File: src/rtl/priv_route_pkg.sv
package priv_route_pkg;

  localparam int LVL_W = 2;
  typedef logic [LVL_W-1:0] lvl_t;

  localparam lvl_t LVL_APP = 2'd0;
  localparam lvl_t LVL_OS  = 2'd1;
  localparam lvl_t LVL_HYP = 2'd2;

  // Candidate destination of one event class
  typedef struct packed {
    logic take;
    logic virt;
    lvl_t dest;
  } route_t;

  // Routing decision for one class: trap override first, then unmasked
  // physical delivery, then virtual delivery to the guest level.
  function automatic route_t route_class(input logic phys, input logic virt,
                                         input logic trap, input logic msk,
                                         input lvl_t cur);
    route_t r;
    r = '0;
    if (phys && trap && cur != LVL_HYP) begin
      r.take = 1'b1;
      r.dest = LVL_HYP;
    end else if (phys && !msk) begin
      r.take = 1'b1;
      r.dest = (cur == LVL_HYP) ? LVL_HYP : LVL_OS;
    end else if (virt && !msk && cur != LVL_HYP) begin
      r.take = 1'b1;
      r.virt = 1'b1;
      r.dest = LVL_OS;
    end
    return r;
  endfunction

  // A return may keep or lower the level, and never go above the top level
  function automatic logic eret_legal(input lvl_t cur, input lvl_t tgt);
    return (tgt <= cur) && (tgt <= LVL_HYP);
  endfunction

endpackage

File: src/rtl/priv_route_class_path.sv
module priv_route_class_path
  import priv_route_pkg::*;
(
  input  logic   phys,
  input  logic   virt,
  input  logic   trap,
  input  logic   msk,
  input  lvl_t   cur,
  output route_t route
);

  always_comb route = route_class(phys, virt, trap, msk, cur);

endmodule

File: src/rtl/priv_route_arb.sv
module priv_route_arb
  import priv_route_pkg::*;
#(
  parameter int NUM_CLS = 3,
  localparam int CLS_W = (NUM_CLS > 1) ? $clog2(NUM_CLS) : 1
) (
  input  route_t             routes [NUM_CLS],
  output route_t             win,
  output logic [CLS_W-1:0]   win_cls
);

  // Highest class index that can be taken wins
  always_comb begin
    win     = '0;
    win_cls = '0;
    for (int i = 0; i < NUM_CLS; i++) begin
      if (routes[i].take) begin
        win     = routes[i];
        win_cls = CLS_W'(i);
      end
    end
  end

endmodule

File: src/rtl/priv_route_state.sv
module priv_route_state
  import priv_route_pkg::*;
#(
  parameter int CLS_W = 2
) (
  input  logic             clk,
  input  logic             rst_n,
  input  logic             evt_accept,
  input  route_t           evt_route,
  input  logic [CLS_W-1:0] evt_cls,
  input  logic             ret_accept,
  input  logic             ret_reject,
  input  lvl_t             ret_level,
  output lvl_t             level_q,
  output logic             taken_q,
  output logic [CLS_W-1:0] cls_q,
  output lvl_t             hlevel_q,
  output logic             virt_q,
  output logic             illegal_q
);

  always_ff @(posedge clk or negedge rst_n) begin
    if (!rst_n) begin
      level_q   <= LVL_HYP;
      taken_q   <= 1'b0;
      cls_q     <= '0;
      hlevel_q  <= LVL_HYP;
      virt_q    <= 1'b0;
      illegal_q <= 1'b0;
    end else begin
      taken_q   <= evt_accept;
      illegal_q <= ret_reject;
      if (evt_accept) begin
        level_q  <= evt_route.dest;
        cls_q    <= evt_cls;
        hlevel_q <= evt_route.dest;
        virt_q   <= evt_route.virt;
      end else begin
        virt_q <= 1'b0;
        if (ret_accept) level_q <= ret_level;
      end
    end
  end

endmodule

File: src/rtl/priv_route_ctrl.sv
module priv_route_ctrl
  import priv_route_pkg::*;
#(
  parameter int NUM_CLS = 3,
  localparam int CLS_W = (NUM_CLS > 1) ? $clog2(NUM_CLS) : 1
) (
  input  logic               clk,
  input  logic               rst_n,
  input  logic [NUM_CLS-1:0] phys_req,
  input  logic [NUM_CLS-1:0] virt_req,
  input  logic [NUM_CLS-1:0] mask_bits,
  input  logic [NUM_CLS-1:0] trap_cfg,
  input  logic               eret_valid,
  input  logic [LVL_W-1:0]   eret_level,
  output logic [LVL_W-1:0]   level_o,
  output logic               taken_o,
  output logic [CLS_W-1:0]   taken_class_o,
  output logic [LVL_W-1:0]   handler_level_o,
  output logic               taken_virt_o,
  output logic               eret_illegal_o
);

  route_t             cls_route [NUM_CLS];
  route_t             win_route;
  logic [CLS_W-1:0]   win_cls;
  logic               accept_evt;
  logic               ret_ok;
  logic               ret_accept;
  logic               ret_reject;

  for (genvar g = 0; g < NUM_CLS; g++) begin : g_cls
    priv_route_class_path u_path (
      .phys  (phys_req[g]),
      .virt  (virt_req[g]),
      .trap  (trap_cfg[g]),
      .msk   (mask_bits[g]),
      .cur   (level_o),
      .route (cls_route[g])
    );
  end

  priv_route_arb #(.NUM_CLS(NUM_CLS)) u_arb (
    .routes  (cls_route),
    .win     (win_route),
    .win_cls (win_cls)
  );

  assign accept_evt = win_route.take;
  assign ret_ok     = eret_legal(level_o, eret_level);
  assign ret_accept = eret_valid && !accept_evt && ret_ok;
  assign ret_reject = eret_valid && !accept_evt && !ret_ok;

  priv_route_state #(.CLS_W(CLS_W)) u_state (
    .clk        (clk),
    .rst_n      (rst_n),
    .evt_accept (accept_evt),
    .evt_route  (win_route),
    .evt_cls    (win_cls),
    .ret_accept (ret_accept),
    .ret_reject (ret_reject),
    .ret_level  (eret_level),
    .level_q    (level_o),
    .taken_q    (taken_o),
    .cls_q      (taken_class_o),
    .hlevel_q   (handler_level_o),
    .virt_q     (taken_virt_o),
    .illegal_q  (eret_illegal_o)
  );

endmodule

File: config.mk
export PLATFORM = sky130hd
export DESIGN_NAME = priv_route_ctrl
export DESIGN_NICKNAME = d
export VERILOG_FILES = /design/src/rtl/priv_route_pkg.sv /design/src/rtl/priv_route_class_path.sv /design/src/rtl/priv_route_arb.sv /design/src/rtl/priv_route_state.sv /design/src/rtl/priv_route_ctrl.sv
export SDC_FILE = /design/constraint.sdc
export NUM_CORES = 1
export LEC_CHECK = 0
export BUFFER_PORTS_ARGS = -buffer_cell sky130_fd_sc_hd__buf_2
export CORE_MARGIN = 5
export CORE_UTILIZATION = 40
export DETAILED_ROUTE_END_ITERATION = 10
export PLACE_DENSITY = 0.68
export SKIP_CTS_REPAIR_TIMING = 1
export SLEW_MARGIN = 20
export SYNTH_ARGS = -nofsm -noshare
export SYNTH_HDL_FRONTEND = slang
export SYNTH_SLANG_ARGS = --single-unit
File: constraint.sdc
create_clock -name clk -period 3.1 [get_ports clk]
set_clock_uncertainty 0.05 [all_clocks]
set_input_delay 0.155 -clock clk [delete_from_list [all_inputs] [get_ports clk]]
set_output_delay 0.155 -clock clk [all_outputs]
set_load 0.01 [all_outputs]
==> flow_summary_export.csv <==
group,metric,value,unit
place,placed_cell_area,773,um2
grt,overflow,0,
floorplanning,die_area,0.00250,mm2
power,peakVddDrop,0.546,mV
yosys,yosys.area.top_type_share,0.274,
sta,finalSetupTns,0,ns
drt,vias,624,
drt,drtIter0Drc,18,
critical_path,cp_slowest_stage_delay,0.54,ns
yosys,ys_ff_latch,9,
grt,grt_pass1_vias,547,
drt,avgRoutedWirePerCell,13.2,um
cts,clkTransAtPathRegs,0.06,ns
yosys,synth_area,639,um2
grt,grt_pass1_wl,2340,um
yosys,ys_warn_count,0,
place,hpwl,1160,um
sta,setup_slack,1.25,ns
place,gp_congestion,0.833,
drt,avgViaCountPerCell,5.43,
cells_and_area,stdcell_count,115,
drt,drc,0,
critical_path,cp_data_arrival_time,1.98,ns
critical_path,crit_path_end_kind,"flop",
flow_run,maxCapViolations,0,
critical_path,start_kind,"flop",
cells_and_area,drive_gt1_frac,0.384,
sta,hold_violations,0,
place,post-place-cells,110,
cells_and_area,num-nets-final,119,
outcome,status,"finished, final reports clean",
floorplanning,rows,14,
yosys,syn_inst,70,
critical_path,crit_type,"flop to flop",
worst_hold_path,hp-class,"input port to flop",
yosys,ys_seq_area_frac,0.356,
cells_and_area,area_growth_syn_to_layout,26.8,%
cts,cts_made_buffers,3,
sta,slew_headroom,0.694,
floorplanning,core_area,0.00151,mm2
cells_and_area,stdcell_area,811,um2
sta,drv_slew,0,
cells_and_area,finish.utilization,0.538,
cells_and_area,diodes,0,
cts,clk_latency,0.26,ns
sta,grt_setup_unrepaired,"false",
grt,grt_antenna_before_repair,0,
critical_path,cpMaxStageDelayCell,"dfstp_2",
cells_and_area,final_common_cell,"buf_2",
yosys,synth.area.top_cells,"dfrtp_1 (27%), dfstp_2 (8.2%), nand2_1 (4.7%), inv_1 (4.1%), ha_1 (3.9%)",
critical_path,path_cells,"nand2b_1 > mux2_4 > a221o_1 > a32oi_2 > o21ai_1",
yosys,syn_area_per_cell,9.13,um2
sta,period_share,0.596,
cts,cts.sinks,9,
floorplanning,io_pins,26,
floorplanning,die_h,50.0,um
sta,setup_violations,0,
cts,cts_buffer_depth,2,
cts,root_buffer,"clkbuf_4",
cts,tritoncts,"built",
floorplanning,die_x,50.0,um
power,cellLeakagePower,0.410,nW
cells_and_area,fill_cells,141,
place,pre_cts_ws,1.28,ns
critical_path,crit_path_max_fanout,8,
sta,timing.fmax,542,MHz
drt,ant_nets,0,
grt,grt_start_max_net_pins,10,
sta,layout_min_cycle_time,1.85,ns
power,p_per_area,654,mW/mm2
sta,worst_slew_pin_slew,0.459,ns
yosys,yosysTopAreaCell,"dfrtp_1",
grt,track_usage,0.119,
drt,wl,1520,um
drt,drt-pass1-iter-count,4,
cts,htreeDepth,1,
floorplanning,initial_core_util,0.424,
cells_and_area,most-common-layout-cells,"buf_2 (25), nand2_1 (8), inv_1 (7), dfrtp_1 (7)",
yosys,ys_types,34,
yosys,syn-num-nets,89,
place,portBuffers,25,
critical_path,worstPathRequired,3.23,ns
[per-layer routing]
layer	global-route usage	wire [um]	vias to the layer above
li1	-	-	316
met1	0.163	723	293
met5	0	0	-
met4	0.0262	0	0
met2	0.169	698	15
met3	0.0542	101	0
[synthesized netlist by cell type (all sizes together)]
| library cell | count |
|---|---|
| a211o | 1 |
| o41ai | 1 |
| and3 | 3 |
| and2 | 1 |
| nor3b | 1 |
| a211oi | 1 |
| o2111a | 1 |
| a221o | 1 |
| a21oi | 4 |
| a21boi | 1 |
| mux2 | 1 |
| a32oi | 2 |
| nor2b | 3 |
| o22a | 1 |
| nand2b | 4 |
| ha | 2 |
| nand3b | 1 |
| nand2 | 8 |
| dfstp | 2 |
| nor3 | 1 |
| o21ai | 5 |
| a31oi | 1 |
| o2111ai | 2 |
| mux2i | 1 |
| dfrtp | 7 |
| nand3 | 2 |
| buf | 1 |
| inv | 7 |
| nor2 | 2 |
| o21bai | 1 |
| and2b | 1 |
[registers in the layout, indices dropped and copies added, names as in the netlist]
signal             flops
u_state.cls_q          2
u_state.illegal_q      1
u_state.hlevel_q       2
u_state.taken_q        1
u_state.virt_q         1
u_state.level_q        2
[per-stage QoR]
step	hold WS, ns	power (mW)
after global placement	-0.0331	0.432
final	0.106	0.531
after detailed placement	-0.0317	0.436
after floorplan	-0.191	0.367
after global routing	0.0913	0.579
after CTS	-0.318	0.531
[final timing paths]
path,from,endpoint,slack [ns],cells past startpoint
setup reg to reg,u_state.level_q[1]$_DFFE_PN1P_,u_state.hlevel_q[1]$_DFFE_PN1P_,1.25,5
hold / removal,eret_valid,u_state.illegal_q$_DFF_PN0_,0.11,2
setup / recovery,u_state.level_q[1]$_DFFE_PN1P_,u_state.hlevel_q[1]$_DFFE_PN1P_,1.25,5
hold reg to reg,u_state.hlevel_q[1]$_DFFE_PN1P_,u_state.hlevel_q[1]$_DFFE_PN1P_,0.42,2
min in group asynchronous,rst_n,u_state.taken_q$_DFF_PN0_,0.22,2
max in group asynchronous,rst_n,u_state.hlevel_q[1]$_DFFE_PN1P_,2.53,2
[report_power, final]
| group | internal, mW | total [mW] | leakage [nW] | switching [mW] |
|---|---|---|---|---|
| registers | 0.161 | 0.181 | 0.107 | 0.0199 |
| logic | 0.113 | 0.257 | 0.286 | 0.144 |
| clock network | 0.0477 | 0.0921 | 0.0177 | 0.0444 |
| total | 0.322 | 0.531 | 0.410 | 0.209 |
[area by class of cell]
cell class	count	area, um2	area share
multi-input combinational	53	374	0.461
sequential	9	228	0.281
timing repair buffer	26	135	0.167
inverter	7	26.3	0.0324
clock buffer	3	22.5	0.0278
tap	16	20.0	0.0247
clock inverter	1	5.00	0.00617
[kinds of logic (layout without fill, tap and decap cells)]
group | after synthesis | after routing | synth area share
AOI/OAI and AO/OA | 22 | 22 | 0.258
adders and majority gates | 2 | 2 | 0.0391
buffers and inverters | 8 | 37 | 0.0587
DFF | 9 | 9 | 0.356
muxes | 2 | 2 | 0.0391
and+or+nand+nor | 27 | 27 | 0.249
[critical path: cells and delay by family, from the launching register on]
family / cells / cell delay [ns]
simple gates: 1 / 0.18
compound gates: 3 / 0.64
flops: 1 / 0.54
mux: 1 / 0.35
(Power assumes the default switching activity.)
